===== config.mk =====
export PLATFORM = sky130hd
export DESIGN_NAME = rxdesc_dma
export DESIGN_NICKNAME = d
export VERILOG_FILES = /design/src/rtl/rxd_pkg.sv /design/src/rtl/rxd_desc_fetch.sv /design/src/rtl/rxd_fill_ctr.sv /design/src/rtl/rxd_qptr.sv /design/src/rtl/rxdesc_dma.sv
export SDC_FILE = /design/constraint.sdc
export NUM_CORES = 1
export LEC_CHECK = 0
export BUFFER_PORTS_ARGS = -buffer_cell sky130_fd_sc_hd__buf_2
export CAP_MARGIN = 20
export CELL_PAD_IN_SITES_DETAIL_PLACEMENT = 1
export CELL_PAD_IN_SITES_GLOBAL_PLACEMENT = 1
export CORE_ASPECT_RATIO = 1.5
export CORE_MARGIN = 4
export CORE_UTILIZATION = 40
export CTS_BUF_LIST = sky130_fd_sc_hd__clkbuf_4
export CTS_CLUSTER_DIAMETER = 100
export DETAILED_ROUTE_END_ITERATION = 8
export GPL_ROUTABILITY_DRIVEN = 0
export GPL_TIMING_DRIVEN = 1
export PLACE_DENSITY = 0.89
export SLEW_MARGIN = 20
export SYNTH_ARGS = -nofsm -noshare
export SYNTH_HDL_FRONTEND = slang
export SYNTH_SLANG_ARGS = --single-unit
export TNS_END_PERCENT = 5

===== constraint.sdc =====
create_clock -name clk -period 5 [get_ports clk]
set_input_delay 0.75 -clock clk [delete_from_list [all_inputs] [get_ports clk]]
set_output_delay 0.75 -clock clk [all_outputs]
set_load 0.05 [all_outputs]

===== src/rtl/rxd_pkg.sv =====
package rxd_pkg;

  localparam int WORD_W     = 32;
  localparam int DESC_WORDS = 3;

  // descriptor word 0 fields
  localparam int HOLD_BIT = 31;
  localparam int SIZE_W   = 16;

  // status word fields
  localparam int ST_DONE_BIT = 31;
  localparam int ST_OVF_BIT  = 30;
  localparam int ST_ABT_BIT  = 29;

  // vector word fields
  localparam logic [3:0] VEC_TAG = 4'h8;
  localparam int VEC_OVF_BIT = 27;
  localparam int VEC_ABT_BIT = 26;

  typedef struct packed {
    logic              hold;
    logic [SIZE_W-1:0] size;
    logic [WORD_W-1:0] buf_addr;
    logic [WORD_W-1:0] next_addr;
  } rxd_desc_t;

  typedef enum logic [3:0] {
    S_IDLE, S_FREQ, S_FBEAT, S_HELD, S_RECV, S_DWR, S_STAT, S_VEC, S_CCB
  } rxd_state_e;

  function automatic logic [WORD_W-1:0] make_status(logic ovf, logic abt,
                                                   logic [SIZE_W-1:0] bytes);
    logic [WORD_W-1:0] w;
    w = '0;
    w[ST_DONE_BIT] = 1'b1;
    w[ST_OVF_BIT]  = ovf;
    w[ST_ABT_BIT]  = abt;
    w[SIZE_W-1:0]  = bytes;
    return w;
  endfunction

  function automatic logic [WORD_W-1:0] make_vector(logic ovf, logic abt,
                                                   logic [SIZE_W-1:0] bytes);
    logic [WORD_W-1:0] w;
    w = '0;
    w[WORD_W-1 -: 4] = VEC_TAG;
    w[VEC_OVF_BIT]   = ovf;
    w[VEC_ABT_BIT]   = abt;
    w[SIZE_W-1:0]    = bytes;
    return w;
  endfunction

endpackage


===== src/rtl/rxd_desc_fetch.sv =====
module rxd_desc_fetch
  import rxd_pkg::*;
(
  input  logic              clk,
  input  logic              rst_n,
  input  logic              start,
  input  logic              beat,
  input  logic [WORD_W-1:0] beat_data,
  output logic              done,
  output rxd_desc_t         desc
);
  localparam int IDXW = $clog2(DESC_WORDS);

  logic [IDXW-1:0]   idx;
  logic [WORD_W-1:0] words [DESC_WORDS];

  always_ff @(posedge clk) begin
    if (!rst_n)     idx <= '0;
    else if (start) idx <= '0;
    else if (beat)  idx <= idx + 1'b1;
  end

  for (genvar g = 0; g < DESC_WORDS; g++) begin : g_word
    always_ff @(posedge clk) begin
      if (!rst_n)                         words[g] <= '0;
      else if (beat && idx == IDXW'(g))   words[g] <= beat_data;
    end
  end

  assign done = beat && (idx == IDXW'(DESC_WORDS - 1));

  always_comb begin
    desc.hold      = words[0][HOLD_BIT];
    desc.size      = words[0][SIZE_W-1:0];
    desc.buf_addr  = words[1];
    desc.next_addr = words[2];
  end
endmodule


===== src/rtl/rxd_fill_ctr.sv =====
module rxd_fill_ctr
  import rxd_pkg::*;
(
  input  logic              clk,
  input  logic              rst_n,
  input  logic              clear,
  input  logic              stored,
  input  logic              dropped,
  input  logic [SIZE_W-1:0] size,
  input  logic [WORD_W-1:0] base,
  output logic              room,
  output logic              ovf,
  output logic [SIZE_W-1:0] bytes,
  output logic [WORD_W-1:0] wr_addr
);
  localparam int PADW = WORD_W - SIZE_W - 2;

  logic [SIZE_W-1:0] count;

  always_ff @(posedge clk) begin
    if (!rst_n || clear) begin
      count <= '0;
      ovf   <= 1'b0;
    end else begin
      if (stored)  count <= count + 1'b1;
      if (dropped) ovf   <= 1'b1;
    end
  end

  assign room    = count < size;
  assign bytes   = {count[SIZE_W-3:0], 2'b00};
  assign wr_addr = base + {{PADW{1'b0}}, count, 2'b00};
endmodule


===== src/rtl/rxd_qptr.sv =====
module rxd_qptr #(
  parameter int DEPTH = 8,
  localparam int PW   = $clog2(DEPTH)
) (
  input  logic          clk,
  input  logic          rst_n,
  input  logic          adv,
  output logic [PW-1:0] ptr
);
  localparam bit POW2 = (DEPTH & (DEPTH - 1)) == 0;

  if (POW2) begin : g_pow2
    always_ff @(posedge clk) begin
      if (!rst_n)   ptr <= '0;
      else if (adv) ptr <= ptr + 1'b1;
    end
  end else begin : g_mod
    always_ff @(posedge clk) begin
      if (!rst_n)   ptr <= '0;
      else if (adv) ptr <= (ptr == PW'(DEPTH - 1)) ? '0 : ptr + 1'b1;
    end
  end
endmodule


===== src/rtl/rxdesc_dma.sv =====
module rxdesc_dma
  import rxd_pkg::*;
#(
  parameter int QDEPTH = 8,
  localparam int QPW   = $clog2(QDEPTH)
) (
  input  logic              clk,
  input  logic              rst_n,
  input  logic              cfg_start,
  input  logic [WORD_W-1:0] cfg_list_addr,
  input  logic [WORD_W-1:0] cfg_ccb_addr,
  input  logic [WORD_W-1:0] cfg_queue_base,
  input  logic              resume,
  input  logic              s_valid,
  output logic              s_ready,
  input  logic [WORD_W-1:0] s_data,
  input  logic              s_last,
  input  logic              s_abort,
  output logic              m_req,
  output logic              m_we,
  output logic              m_burst,
  output logic [WORD_W-1:0] m_addr,
  output logic [WORD_W-1:0] m_wdata,
  input  logic              m_ack,
  input  logic              m_rvalid,
  input  logic [WORD_W-1:0] m_rdata,
  output logic              rx_held,
  output logic [QPW-1:0]    q_wr_ptr
);
  rxd_state_e state, nxt;

  logic [WORD_W-1:0] cur_addr;
  logic [WORD_W-1:0] data_q;
  logic              last_q;
  logic              abt_q;

  rxd_desc_t         desc;
  logic              fetch_start, fetch_beat, fetch_done;
  logic              room, ovf, accept, stored, dropped;
  logic [SIZE_W-1:0] bytes;
  logic [WORD_W-1:0] wr_addr;
  logic              q_adv;

  assign fetch_start = (state == S_IDLE && cfg_start) ||
                       (state == S_HELD && resume) ||
                       (state == S_CCB && m_ack);
  assign fetch_beat  = (state == S_FBEAT) && m_rvalid;
  assign accept      = (state == S_RECV) && s_valid;
  assign stored      = (state == S_DWR) && m_ack;
  assign dropped     = accept && !room;
  assign q_adv       = (state == S_VEC) && m_ack;

  rxd_desc_fetch u_fetch (
    .clk       (clk),
    .rst_n     (rst_n),
    .start     (fetch_start),
    .beat      (fetch_beat),
    .beat_data (m_rdata),
    .done      (fetch_done),
    .desc      (desc)
  );

  rxd_fill_ctr u_fill (
    .clk     (clk),
    .rst_n   (rst_n),
    .clear   (fetch_done),
    .stored  (stored),
    .dropped (dropped),
    .size    (desc.size),
    .base    (desc.buf_addr),
    .room    (room),
    .ovf     (ovf),
    .bytes   (bytes),
    .wr_addr (wr_addr)
  );

  rxd_qptr #(.DEPTH(QDEPTH)) u_qptr (
    .clk   (clk),
    .rst_n (rst_n),
    .adv   (q_adv),
    .ptr   (q_wr_ptr)
  );

  // next-state logic
  always_comb begin
    nxt = state;
    unique case (state)
      S_IDLE:  if (cfg_start)  nxt = S_FREQ;
      S_FREQ:  if (m_ack)      nxt = S_FBEAT;
      S_FBEAT: if (fetch_done) nxt = desc.hold ? S_HELD : S_RECV;
      S_HELD:  if (resume)     nxt = S_FREQ;
      S_RECV: begin
        if (s_valid) begin
          if (room)        nxt = S_DWR;
          else if (s_last) nxt = S_STAT;
        end
      end
      S_DWR:   if (m_ack)      nxt = last_q ? S_STAT : S_RECV;
      S_STAT:  if (m_ack)      nxt = S_VEC;
      S_VEC:   if (m_ack)      nxt = S_CCB;
      S_CCB:   if (m_ack)      nxt = S_FREQ;
      default:                 nxt = S_IDLE;
    endcase
  end

  always_ff @(posedge clk) begin
    if (!rst_n) state <= S_IDLE;
    else        state <= nxt;
  end

  // descriptor pointer and captured payload word
  always_ff @(posedge clk) begin
    if (!rst_n) begin
      cur_addr <= '0;
      data_q   <= '0;
      last_q   <= 1'b0;
      abt_q    <= 1'b0;
    end else begin
      if (state == S_IDLE && cfg_start) cur_addr <= cfg_list_addr;
      else if (state == S_CCB && m_ack) cur_addr <= desc.next_addr;
      if (fetch_done) abt_q <= 1'b0;
      if (accept) begin
        data_q <= s_data;
        last_q <= s_last;
        if (s_last) abt_q <= s_abort;
      end
    end
  end

  // bus request mux
  always_comb begin
    m_req   = 1'b0;
    m_we    = 1'b0;
    m_burst = 1'b0;
    m_addr  = '0;
    m_wdata = '0;
    unique case (state)
      S_FREQ: begin
        m_req   = 1'b1;
        m_burst = 1'b1;
        m_addr  = cur_addr;
      end
      S_DWR: begin
        m_req   = 1'b1;
        m_we    = 1'b1;
        m_addr  = wr_addr;
        m_wdata = data_q;
      end
      S_STAT: begin
        m_req   = 1'b1;
        m_we    = 1'b1;
        m_addr  = cur_addr;
        m_wdata = make_status(ovf, abt_q, bytes);
      end
      S_VEC: begin
        m_req   = 1'b1;
        m_we    = 1'b1;
        m_addr  = cfg_queue_base + {{(WORD_W-QPW-2){1'b0}}, q_wr_ptr, 2'b00};
        m_wdata = make_vector(ovf, abt_q, bytes);
      end
      S_CCB: begin
        m_req   = 1'b1;
        m_we    = 1'b1;
        m_addr  = cfg_ccb_addr;
        m_wdata = desc.next_addr;
      end
      default: ;
    endcase
  end

  assign s_ready = (state == S_RECV);
  assign rx_held = (state == S_HELD);
endmodule


==> results of run 1 <==
final cells by class:
type | instances | area [sq um]
Antenna cell | 8 | 20.02
Clock buffer | 22 | 165.2
Clock inverter | 10 | 68.82
Fill cell | 3084 | 13160
Inverter | 37 | 138.9
Multi-Input combinational cell | 863 | 5642
Sequential cell | 173 | 4274
Tap cell | 328 | 410.4
Timing Repair Buffer | 258 | 1349
synth_stat cells, drive strengths merged, types with 8 or more instances:
cell    number
a221oi       8
ha          39
xnor2       20
nor4        10
buf         16
a222oi      23
nor2        55
a211oi       9
nor3        17
a21o         9
edfxtp      81
nand2      199
mux2i       41
o211ai       8
xor2        31
dfxtp       92
nand3       32
a22oi       16
inv         37
a22o        13
o21ai       65
nand4       17
a21boi      36
and3        14
a32o         8
and2        87
clkbuf      48
a21oi       30
worst max-delay path, delay by kind of cell, from the launching register on:
| family | cells | cell delay, ns |
|---|---|---|
| buf+inv | 1 | 0.30 |
| fa+ha+maj | 2 | 0.49 |
| flops | 1 | 0.47 |
| compound gates | 5 | 1.27 |
| simple gates | 1 | 0.52 |
state kept, by name (all words and copies together), names as in the netlist:
signal	count
last_q	1
cur_addr	32
u_fetch.idx	2
state	4
u_qptr.ptr	3
u_fill.ovf	1
u_fetch.words	81
abt_q	1
data_q	32
u_fill.count	16
kinds of logic (layout without fill, tap and decap cells):
| family | after synthesis | in the layout | synth area share |
|---|---|---|---|
| xor gates and xnor gates | 51 | 51 | 0.04341 |
| buffers and inverters | 101 | 327 | 0.03855 |
| adders and majority gates | 41 | 41 | 0.05132 |
| muxes | 44 | 44 | 0.04317 |
| AOI/OAI and AO/OA | 260 | 260 | 0.1822 |
| other | 0 | 8 | 0 |
| and+or+nand+nor | 467 | 467 | 0.2260 |
| DFF | 173 | 173 | 0.4154 |
routing by layer:
layer,part of all wire,vias to the layer above
met5,0,-
met4,0.054,0
met3,0.061,116
met2,0.50,491
met1,0.39,4899
li1,-,4552
metrics by stage:
stage          setup WS, ns  total power [uW]  hold WS, ns  instances  utilization
2_1_floorplan         1.049              2305       0.4240       1137            -
3_3_place_gp          1.160              2627       0.4355       1659       0.4680
3_5_place_dp          1.055              2661       0.4442       1659       0.4681
4_1_cts              0.5827              3387       0.3170       1691       0.4773
5_1_grt              0.4358              3523       0.3283       1696       0.4780
6_report             0.5801              3382       0.3584       1699       0.4783
worst max path at each step:
stage	start	end	slack, ns
5_1_grt	u_fill.count[0]$_SDFFE_PP0P_	m_addr[24]	0.44
4_1_cts	u_fill.count[0]$_SDFFE_PP0P_	m_addr[24]	0.58
6_report	u_fill.count[0]$_SDFFE_PP0P_	m_addr[24]	0.58
2_1_floorplan	u_fill.count[0]$_SDFFE_PP0P_	m_addr[12]	1.05
3_5_place_dp	cfg_queue_base[2]	m_addr[24]	1.05
3_3_place_gp	cfg_queue_base[2]	m_addr[24]	1.16
placed cells by master, fill, tap and decap left out, drive strengths merged, types with 4 or more instances in the layout:
master and count:
nand3 32, and4 6, nor4 10, nor2 55
clkinvlp 4, nand2 199, xor2 31, edfxtp 81
mux2i 41, a221oi 8, dfxtp 92, nand2b 4
o211a 4, a22o 13, or3 5, nand4 17
inv 38, a211oi 9, nor3 17, diode 8
nor2b 6, a32o 8, a222oi 23, and3 14
o211ai 8, buf 258, o21ai 65, a22oi 16
and2 87, clkinv 5, ha 39, a21oi 30
a21o 9, a21boi 36, clkbuf 22, xnor2 20
power groups by stage:
stage	combinational (uW)	clock, uW	sequential [uW]
2_1_floorplan	655	0	1650
3_3_place_gp	925	0	1700
3_5_place_dp	950	0	1710
4_1_cts	955	753	1680
5_1_grt	1020	805	1690
6_report	960	739	1680
==> reports/metrics.csv, run 1 <==
stage,metric,value,unit
setup_path,cp.arrival,3.67,ns
global_route,grtUsageTotal,0.2660,
place,place_area,0.01181,sq mm
clock_tree,cts_made_buffers,17,
hold_path,min_delay_worst_endpoint,data_q[22]$_SDFFE_PN0P_,
yosys,synth_seq_area_share,0.4154,
global_route,grt_overflow_total,0,
yosys,ys.flop_type,dfxtp_1,
yosys,synth_seq_cells,173,
global_route,grt_pass1_wl,59.18,mm
global_route,grt_use_met2,0.4677,
global_route,met3_usage,0.04003,
drt,viasPerCell,5.920,
yosys,netlist_area,0.01029,sq mm
setup_path,r2r_cells,8,
setup_path,cp.required,4.25,ns
status,status,finished clean,
timing,finalCriticalPeriod,4.420,ns
pwr,seqPwrFrac,0.498,
global_route,gr-usage-met1,0.3090,
clock_tree,clk_pin_slew,0.15,ns
pwr,ir_worst_vdd,233.4,uV
yosys,synth_edf_count,81,
global_route,busiest_layer,met2,
setup_path,cpMaxStageDelayCell,o21ai_2,
floorplanning,ios,241,
timing,fin_tns_setup,0,ns
job,maxCapViolations,0,
clock_tree,h-tree-depth,4,
timing,maxSlewViolCount,0,
setup_path,path_cells,"ha_1, fa_1, a211oi_1, o211ai_2, a31oi_1, o21ai_2, or4b_1, o211ai_1, buf_2",
clock_tree,holdBufCountCts,0,
yosys,async_reset_ff_frac,0,
setup_path,cp-start-kind,flop,
yosys,syn_inst,1137,
floorplanning,die_w,139.0,microns
yosys,ys_types,79,
drt,drc,0,
clock_tree,tritoncts,yes,
drt,wl_per_cell,22.77,microns
finish,final_layout_size_suffix_gt1_frac,0.2296,
pwr,swShare,0.3753,
place,portBuffers,240,
global_route,grt_start_max_net_pins,42,
pwr,power.leakage,0.005199,uW
floorplanning,die_h,204.4,microns
drt,routed_wl,38.68,mm
floorplanning,fp-row-count,71,
yosys,yosysTopAreaCell,edfxtp_1,
yosys,ys_top_cells_by_area,"edfxtp_1 24%, dfxtp_1 18%, nand2_1 7.3%",
yosys,synth_fp_nets,1347,
clock_tree,cts_sinks,173,
timing,max-slew-margin-rel,0.3212,
clock_tree,cts_resized,0,
setup_path,crit_path_max_fanout,10,
clock_tree,cts_buffer_depth,2,
setup_path,reg2reg_slack,1.46,ns
yosys,syn_area_per_cell,9.049,sq um
yosys,yosys_warnings,0,
drt,drt-initial-drc-count,939,
timing,finalSetupViolations,0,
floorplanning,dieArea,0.02840,sq mm
setup_path,reg2reg_to,cur_addr[11]$_SDFFE_PN0P_,
pwr,combPwrFrac,0.284,
hold_path,hold_path_class,in2reg,
timing,rsz0062_at_grt,false,
finish,layout.nets,1560,
timing,worst-slew-pin-transition,1.010,ns
timing,clock_skew,0.02995,ns
global_route,antenna_found_initial,8,
timing,hold_viol_final,0,
pwr,internal-power,2112,uW
floorplanning,core_area,0.02523,sq mm
yosys,yosys.area.top_type_share,0.2364,
drt,firstDrtPassIters,8,
finish,fin_area,0.01207,sq mm
setup_path,endpoint_kind,primary output,
floorplanning,start_util,0.4078,
timing,fin_crit_sh,0.8840,
clock_tree,clk_latency,0.62,ns
finish,syn_to_final_growth,17.29,%
global_route,grt_pass1_vias,10660,
clock_tree,cts_setup_buffers,0,
pwr,power_density,280.2,mW/mm^2
drt,vias,10060,
timing,max_freq,226.3,MHz
hold_path,holdPathStages,3,
setup_path,rr_startpoint,state[3]$_SDFFE_PN0P_,
pwr,power_switching,1269,uW
drt,detail-route-antenna-nets,0,
hold_path,holdCritStartpoint,s_data[22],
setup_path,cpPeakStageDelay,0.60,ns
setup_path,critPathKind,reg2out,
pwr,p_clk_frac,0.219,
clock_tree,root_buffer,clkbuf_4,
place,dp_hpwl,29.30,mm
Note: power is estimated with default switching activity, not from simulation.
==> run 2, diff against run 1 <==
ABC_AREA = 1   (was unset)
CORE_MARGIN = 2   (was 4)
PLACE_DENSITY = 0.92   (was 0.89)
==> run 2 against run 1 <==
Non-clock buffer count fell by 6. Wire length increased by 11%. Global-route usage up 4.2 points. Flip-flop and latch count did not move. Critical path depth did not move. Combinational power increased by 9%. Core utilization hardly changed. Design area increased by 2.6%. Register-to-register slack better by 0.43 ns. Synthesized area increased by 2.8%.
==> reports/metrics.csv, run 2 <==
stage,metric,value,unit,change
timing,maxSlewViolCount,0,,unchanged
clock_tree,tritoncts,yes,,
finish,syn_to_final_growth,17.06,%,
place,portBuffers,240,,unchanged
clock_tree,root_buffer,clkbuf_4,,
yosys,async_reset_ff_frac,0,,unchanged
pwr,internal-power,2225,uW,+5.3%
global_route,grt_pass1_wl,64.95,mm,+9.7%
pwr,power_density,291.5,mW/mm^2,+4.0%
finish,top_register,u_fetch.words,,
drt,vias,11560,,+15%
yosys,synth_edf_count,81,,unchanged
global_route,grt_overflow_total,0,,unchanged
floorplanning,ios,241,,unchanged
place,place_worst_setup_slack,1.253,ns,+0.1982 ns
yosys,synthTopCellsByCount,"339 x nand2_1, 210 x inv_1, 160 x nor2_1",,
hold_path,hold_path_class,in2reg,,
yosys,yosysMostFrequentCell,nand2_1,,
timing,fin_crit_sh,0.8811,,-0.002847
pwr,swShare,0.3835,,+0.008150
yosys,netlist_area,0.01058,sq mm,+2.8%
timing,worst_slack,0.5944,ns,+0.01423 ns
setup_path,crit_path_max_fanout,26,,+16
finish,final_layout_size_suffix_gt1_frac,0.1866,,-0.04307
yosys,yosys-mux-area-fraction,0.003195,,-0.03998
hold_path,holdPathStages,3,,unchanged
finish,layout.nets,1880,,+21%
yosys,synth_fa_ha_area_frac,0.04993,,-0.001390
clock_tree,cts_buffer_depth,2,,unchanged
drt,routed_wl,43.03,mm,+11%
setup_path,cp.arrival,3.66,ns,about the same
pwr,ir_worst_vdd,228.9,uV,-1.9%
clock_tree,clk_pin_slew,0.14,ns,about the same
setup_path,cp-startpoint,state[3]$_SDFFE_PN0P_,,
setup_path,cp-start-kind,flop,,
timing,fin_tns_setup,0,ns,unchanged
clock_tree,cts_sinks,173,,unchanged
yosys,synth-simple-area-share,0.2702,,+0.04428
finish,fin_cells,2018,,+19%
timing,rsz0062_at_grt,false,,
pwr,power_switching,1384,uW,+9.0%
place,dp_hpwl,33.77,mm,+15%
clock_tree,clk_latency,0.61,ns,about the same
timing,finalSetupViolations,0,,unchanged
finish,final_cell_mix,"338 x nand2_1, 240 x buf_2, 210 x inv_1, 158 x nor2_1, 94 x nand3_1",,
yosys,synth_top_family_by_area,simple AND/OR/NAND/NOR gates,,
drt,firstDrtPassIters,5,,-3
timing,clock_skew,0.02126,ns,-0.008682 ns
floorplanning,core_area,0.02585,sq mm,+2.5%
drt,drc,0,,unchanged
drt,viasPerCell,5.727,,-3.3%
finish,final_common_cell,nand2_1,,
pwr,p_clk_frac,0.241,,+0.022
finish,largest_reg_flops,81,,unchanged
timing,max-slew-margin-rel,0.2684,,-0.05280
yosys,yosys.area.top_type_share,0.2300,,-0.006405
setup_path,r2r_cells,8,,unchanged
finish,largest_registers,"u_fetch.words x81, cur_addr x32, data_q x32",,
global_route,grtUsageTotal,0.3081,,+0.04214
timing,finalCriticalPeriod,4.406,ns,-0.01423 ns
clock_tree,h-tree-depth,4,,unchanged
timing,hold_viol_final,0,,unchanged
setup_path,crit_end,m_addr[21],,
drt,detail-route-antenna-nets,0,,unchanged
pwr,seqPwrFrac,0.469,,-0.029
floorplanning,start_util,0.4090,,+0.001214
finish,final_util,0.4788,,about the same
yosys,ys_top_cells_by_area,"edfxtp_1 23%, dfxtp_1 17%, nand2_1 12%",,
yosys,yosys_warnings,0,,unchanged
clock_tree,cts_resized,0,,unchanged
clock_tree,cts_setup_buffers,0,,unchanged
drt,drt-initial-drc-count,764,,-19%
job,maxCapViolations,0,,unchanged
floorplanning,die_w,136.8,microns,-1.6%
yosys,syn_area_per_cell,7.273,sq um,-20%
floorplanning,dieArea,0.02778,sq mm,-2.2%
floorplanning,die_h,203.1,microns,-0.63%
global_route,grt_pass1_vias,11890,,+12%
setup_path,reg2reg_to,cur_addr[0]$_SDFFE_PN0P_,,
setup_path,endpoint_kind,primary output,,
yosys,ys.flop_type,dfxtp_1,,
yosys,synth_compound_area_frac,0.1598,,-0.02233
status,status,finished clean,,
timing,worst-slew-pin-transition,1.096,ns,+0.08665 ns
place,dp_cells,1984,,+20%
clock_tree,holdBufCountCts,0,,unchanged
yosys,synth_xor_area_frac,0.01491,,-0.02851
drt,wl_per_cell,21.32,microns,-6.4%
setup_path,critPathKind,reg2out,,
setup_path,cp.required,4.25,ns,about the same
yosys,synth_seq_cells,173,,unchanged
floorplanning,fp-row-count,72,,+1.4%
global_route,grt_start_max_net_pins,62,,+48%
setup_path,rr_startpoint,state[1]$_SDFFE_PN0P_,,
yosys,synth_fp_nets,1664,,+24%
yosys,synth_seq_area_share,0.4042,,-0.01126
yosys,ys_types,43,,-46%
yosys,yosysTopAreaCell,edfxtp_1,,
timing,max_freq,227.0,MHz,+0.32%
setup_path,reg2reg_slack,1.89,ns,+0.43 ns
pwr,combPwrFrac,0.290,,+0.006
clock_tree,cts_made_buffers,17,,unchanged
yosys,syn_inst,1454,,+28%
global_route,antenna_found_initial,2,,-6
pwr,power.leakage,0.005708,uW,+9.8%
[run 2: cell types whose count changed after synthesis, moves of 41 or more]
cell     previous run  this run
inv_1              37       210
nand2_1           199       339
nor2_1             54       160
and2_1             87         0
nand3_1            30        95
a21oi_1            29        89
mux2i_1            41         0
[run 2: worst min-delay path by stage]
stage	start	end	slack [ns]
after floorplan	data_q[0]$_SDFFE_PN0P_	data_q[0]$_SDFFE_PN0P_	0.42
after global placement	data_q[23]$_SDFFE_PN0P_	data_q[23]$_SDFFE_PN0P_	0.44
after detailed placement	data_q[22]$_SDFFE_PN0P_	data_q[22]$_SDFFE_PN0P_	0.44
after CTS	s_data[1]	data_q[1]$_SDFFE_PN0P_	0.38
after global routing	cfg_list_addr[13]	cur_addr[13]$_SDFFE_PN0P_	0.39
final	s_data[13]	data_q[13]$_SDFFE_PN0P_	0.41
[run 2: cell type report]
class / count / area [sq um]
antenna: 2 / 5.005
clock buffer: 19 / 142.6
clock inverter: 13 / 148.9
fill: 3405 / 13480
inverter: 216 / 810.8
multi-input combinational: 1010 / 5290
sequential: 173 / 4274
tap: 333 / 416.7
timing repair buffer: 252 / 1291
[run 2: power groups by stage]
stage	sequential (uW)	combinational, uW	clock [uW]
3_5_place_dp	1720	1020	0
4_1_cts	1690	1040	871
5_1_grt	1700	1140	918
2_1_floorplan	1680	694	0
6_report	1690	1050	868
3_3_place_gp	1710	984	0
[run 2: metal layers]
metal,share of wire,vias up,global-route usage
li1,-,5281,-
met4,0.060,0,0.1793
met1,0.37,5584,0.3450
met5,0,-,0
met2,0.50,550,0.5402
met3,0.073,143,0.05444
[run 2: critical path, stage by stage, from the launching register on]
cell and delay [ns]:
dfxtp_1 0.47, nor2_4 0.12, nand2_1 0.34, nor2_1 0.18, nor2_4 0.30, clkinv_1 0.74, a22oi_1 0.40, nand2_1 0.09
o21bai_1 0.15, buf_2 0.24
[run 2: cell families after synthesis]
| group | count (synthesis) |
|---|---|
| AO/OA/AOI/OAI | 278 |
| multiplexers | 3 |
| XOR/XNOR | 18 |
| buffers and inverters | 271 |
| adder cells (fa/ha/maj) | 41 |
| AND/OR/NAND/NOR | 670 |
| flip-flops | 173 |
[run 2: metrics by stage]
step / hold WS, ns / instance area [sq um] / power [uW]
global route: 0.3882 / 12380 / 3758
floorplan: 0.4245 / 10580 / 2377
CTS: 0.3848 / 12370 / 3602
global placement: 0.4360 / 12080 / 2699
finish: 0.4090 / 12380 / 3609
detailed placement: 0.4434 / 12080 / 2747
==> run 3, diff against run 2 <==
SYNTH_HIERARCHICAL = 1   (was unset)
==> run 3 against run 2 <==
Wire length is 8.8% higher. Synthesized cell count grew 13%. Combinational power up 29%. Sequential power increased by 5%. Largest cell class unchanged.
==> reports/metrics.csv, run 3 <==
stage,metric,value,unit,change
setup_path,crit_path_max_fanout,8,,-69%
yosys,yosysMostFrequentCell,nand2_1,,
global_route,grt_overflow_total,0,,unchanged
yosys,synth_seq_cells,173,,unchanged
pwr,seqPwrFrac,0.437,,-0.032
yosys,yosysTopAreaCell,edfxtp_1,,
finish,final_common_cell,nand2_1,,
timing,hold_viol_final,0,,unchanged
floorplanning,core_area,0.02872,sq mm,+11%
clock_tree,cts_setup_buffers,0,,unchanged
timing,finalCriticalPeriod,4.135,ns,-0.2707 ns
floorplanning,die_w,143.3,microns,+4.8%
setup_path,r2r_cells,10,,+2
floorplanning,dieArea,0.03053,sq mm,+9.9%
job,maxCapViolations,0,,unchanged
drt,drc,0,,unchanged
yosys,synthTopCellsByCount,"466 x nand2_1, 246 x inv_1, 159 x nor2_1",,
clock_tree,tritoncts,yes,,
setup_path,rr_startpoint,state[0]$_SDFFE_PN0P_,,
place,dp_hpwl,36.38,mm,+7.7%
drt,routed_wl,46.81,mm,+8.8%
drt,viasPerCell,5.452,,-4.8%
pwr,ir_worst_vdd,176.8,uV,-23%
drt,firstDrtPassIters,5,,unchanged
setup_path,cp-startpoint,u_fill/count[0]$_SDFFE_PP0P_,,
yosys,synth_top_family_by_area,simple AND/OR/NAND/NOR gates,,
timing,fin_crit_sh,0.8270,,-0.05414
timing,fin_hold_ws,0.3906,ns,-0.01842 ns
pwr,power_density,307.0,mW/mm^2,+5.3%
pwr,power.leakage,0.006459,uW,+13%
timing,finalSetupViolations,0,,unchanged
finish,top_register,u_fetch/words,,
yosys,synth_edf_count,81,,unchanged
yosys,synth-simple-area-share,0.3030,,+0.03281
global_route,grt_pass1_vias,12730,,+7.1%
global_route,grt_start_max_net_pins,65,,+4.8%
yosys,ys_types,50,,+16%
pwr,combPwrFrac,0.334,,+0.044
clock_tree,clk_latency,0.61,ns,about the same
drt,detail-route-antenna-nets,0,,unchanged
yosys,syn_inst,1646,,+13%
setup_path,critPathKind,reg2out,,
setup_path,endpoint_kind,primary output,,
yosys,yosys-mux-area-fraction,0,,-0.003195
drt,vias,12230,,+5.8%
finish,final_layout_size_suffix_gt1_frac,0.2018,,+0.01527
clock_tree,clk_pin_slew,0.14,ns,about the same
setup_path,reg2reg_slack,1.63,ns,-0.26 ns
pwr,internal-power,2389,uW,+7.4%
setup_path,cp-start-kind,flop,,
setup_path,cpMaxStageDelayCell,dfxtp_1,,
yosys,yosys.area.top_type_share,0.2088,,-0.02117
finish,largest_registers,"u_fetch/words x81, cur_addr x32, data_q x32",,
floorplanning,fp-row-count,76,,+5.6%
yosys,syn_area_per_cell,7.076,sq um,-2.7%
setup_path,reg2reg_to,u_fetch/idx[0]$_SDFFE_PP0P_,,
clock_tree,cts_made_buffers,17,,unchanged
timing,fin_tns_setup,0,ns,unchanged
timing,rsz0062_at_grt,false,,
yosys,yosys_warnings,6,,+6
drt,wl_per_cell,20.86,microns,-2.2%
clock_tree,holdBufCountCts,0,,unchanged
yosys,synth_fa_ha_area_frac,0.04533,,-0.004597
global_route,grtUsageTotal,0.3038,,-0.004370
clock_tree,h-tree-depth,4,,unchanged
pwr,p_clk_frac,0.230,,-0.011
global_route,grt_pass1_wl,70.01,mm,+7.8%
clock_tree,cts_resized,0,,unchanged
setup_path,cp.required,4.25,ns,about the same
setup_path,crit_top_cell,nand2_1,,
timing,worst-slew-pin-transition,1.028,ns,-0.06794 ns
hold_path,holdPathStages,3,,unchanged
setup_path,cp.arrival,3.38,ns,-0.28 ns
yosys,synth_xor_area_frac,0.01203,,-0.002876
setup_path,path_cells,"ha_1, inv_1, fa_1, inv_1, nand3_1, nand3_1, nand2_1, nand3_1, nand3_1, nand2_1, nand2_1, nand2_1, nand2_1, nand2_1, a21oi_1, o21ai_0, buf_2",,
pwr,power_switching,1672,uW,+21%
clock_tree,cts_sinks,173,,unchanged
finish,multi_input_area,0.005939,sq mm,+12%
hold_path,holdCritStartpoint,s_data[29],,
timing,max_freq,241.8,MHz,+6.5%
pwr,swShare,0.4118,,+0.02829
yosys,ys_top_cells_by_area,"edfxtp_1 21%, dfxtp_1 16%, nand2_1 15%",,
setup_path,path_delay_family,simple AND/OR/NAND/NOR gates,,
status,status,finished clean,,
setup_path,crit_end,m_addr[18],,
yosys,async_reset_ff_frac,0,,unchanged
finish,register_area,0.004274,sq mm,unchanged
drt,drt-initial-drc-count,979,,+28%
finish,final_cell_mix,"465 x nand2_1, 246 x inv_1, 240 x buf_2, 159 x nor2_1, 114 x nand3_1",,
place,portBuffers,240,,unchanged
timing,clock_skew,0.03110,ns,+0.009833 ns
yosys,netlist_area,0.01165,sq mm,+10%
yosys,ys.flop_type,dfxtp_1,,
timing,max-slew-margin-rel,0.3120,,+0.04355
yosys,synth_compound_area_frac,0.1487,,-0.01117
finish,fill_cells,3853,,+13%
finish,syn_to_final_growth,13.56,%,
floorplanning,die_h,213.0,microns,+4.8%
timing,maxSlewViolCount,0,,unchanged
finish,largest_reg_flops,81,,unchanged
setup_path,worstSetupPathDepth,17,,+8
clock_tree,root_buffer,clkbuf_4,,
floorplanning,ios,241,,unchanged
floorplanning,start_util,0.4056,,-0.003435
yosys,synth_seq_area_share,0.3670,,-0.03721
clock_tree,cts_buffer_depth,2,,unchanged
setup_path,path_buf_inv,3,,+1
setup_path,cpPeakStageDelay,0.55,ns,-0.19 ns
hold_path,hold_path_class,in2reg,,
global_route,antenna_found_initial,6,,+4
finish,layout.nets,2045,,+8.8%
## run 3: cell count changes in the layout (fill, tap and decap cells not counted), moves of 9 or more
cell       delta
a21oi_1      +10
a21oi_2      +19
inv_1        +36
nand2_1     +127
nand3_1      +20
nand4_1      -13
nor2_2       +28
nor3_1        -9
o2111ai_1    -35
o211ai_2     +20
o21ai_0      -38
o22ai_1      +11
## run 3: power by group through the flow
stage | registers, uW | logic [uW] | clock network, uW
after CTS | 1770 | 1330 | 941
after detailed placement | 1800 | 1310 | 0
after global placement | 1790 | 1260 | 0
after floorplan | 1730 | 982 | 0
final | 1770 | 1350 | 932
after global routing | 1780 | 1450 | 990
## run 3: worst reg2reg max path: stages (launching register included)
cell,delay (ns)
dfxtp_1,0.46
nor2_8,0.23
nand3_4,0.41
inv_2,0.70
nand2_2,0.15
nand2_4,0.44
inv_2,0.44
o21ai_0,0.24
inv_1,0.08
nand2_1,0.09
nor2_1,0.07
## run 3: worst min-delay path by stage
stage | endpoint | slack (ns)
3_3_place_gp | data_q[22]$_SDFFE_PN0P_ | 0.44
4_1_cts | data_q[29]$_SDFFE_PN0P_ | 0.35
3_5_place_dp | data_q[26]$_SDFFE_PN0P_ | 0.45
6_report | data_q[29]$_SDFFE_PN0P_ | 0.39
5_1_grt | data_q[29]$_SDFFE_PN0P_ | 0.39
2_1_floorplan | data_q[26]$_SDFFE_PN0P_ | 0.43
## run 3: routing by layer
metal | global-route usage | vias up | routed length [microns]
met2 | 0.5402 | 558 | 23080
met4 | 0.2265 | 2 | 3772
met3 | 0.03678 | 166 | 2864
met1 | 0.3272 | 5829 | 17080
li1 | - | 5679 | -
met5 | 0 | - | 11
## run 3: layout make-up
| type | count | area share |
|---|---|---|
| clock buffers | 17 | 0.009649 |
| diodes | 6 | 0.001135 |
| well taps | 390 | 0.03689 |
| flip-flops and latches | 173 | 0.3231 |
| repair buffers | 245 | 0.09365 |
| multi-input cells | 1145 | 0.4491 |
| inverters | 253 | 0.07199 |
| clock inverters | 15 | 0.01447 |
## run 3: stage by stage
stage | utilization | std cells | total power (uW) | area [sq um] | setup slack, ns
floorplan | - | 1647 | 2714 | 11650 | 1.326
global placement | 0.4489 | 2206 | 3047 | 12890 | 1.557
detailed placement | 0.4489 | 2206 | 3107 | 12890 | 1.502
CTS | 0.4600 | 2238 | 4040 | 13210 | 0.8754
global route | 0.4605 | 2243 | 4221 | 13220 | 0.6121
finish | 0.4606 | 2244 | 4060 | 13230 | 0.8651
## run 3: logic make-up after synthesis
| logic type | after synthesis |
|---|---|
| other cells | 1 |
| xor+xnor | 16 |
| buf+inv | 329 |
| simple gates | 822 |
| flops | 173 |
| compound gates | 264 |
| fa+ha+maj | 41 |
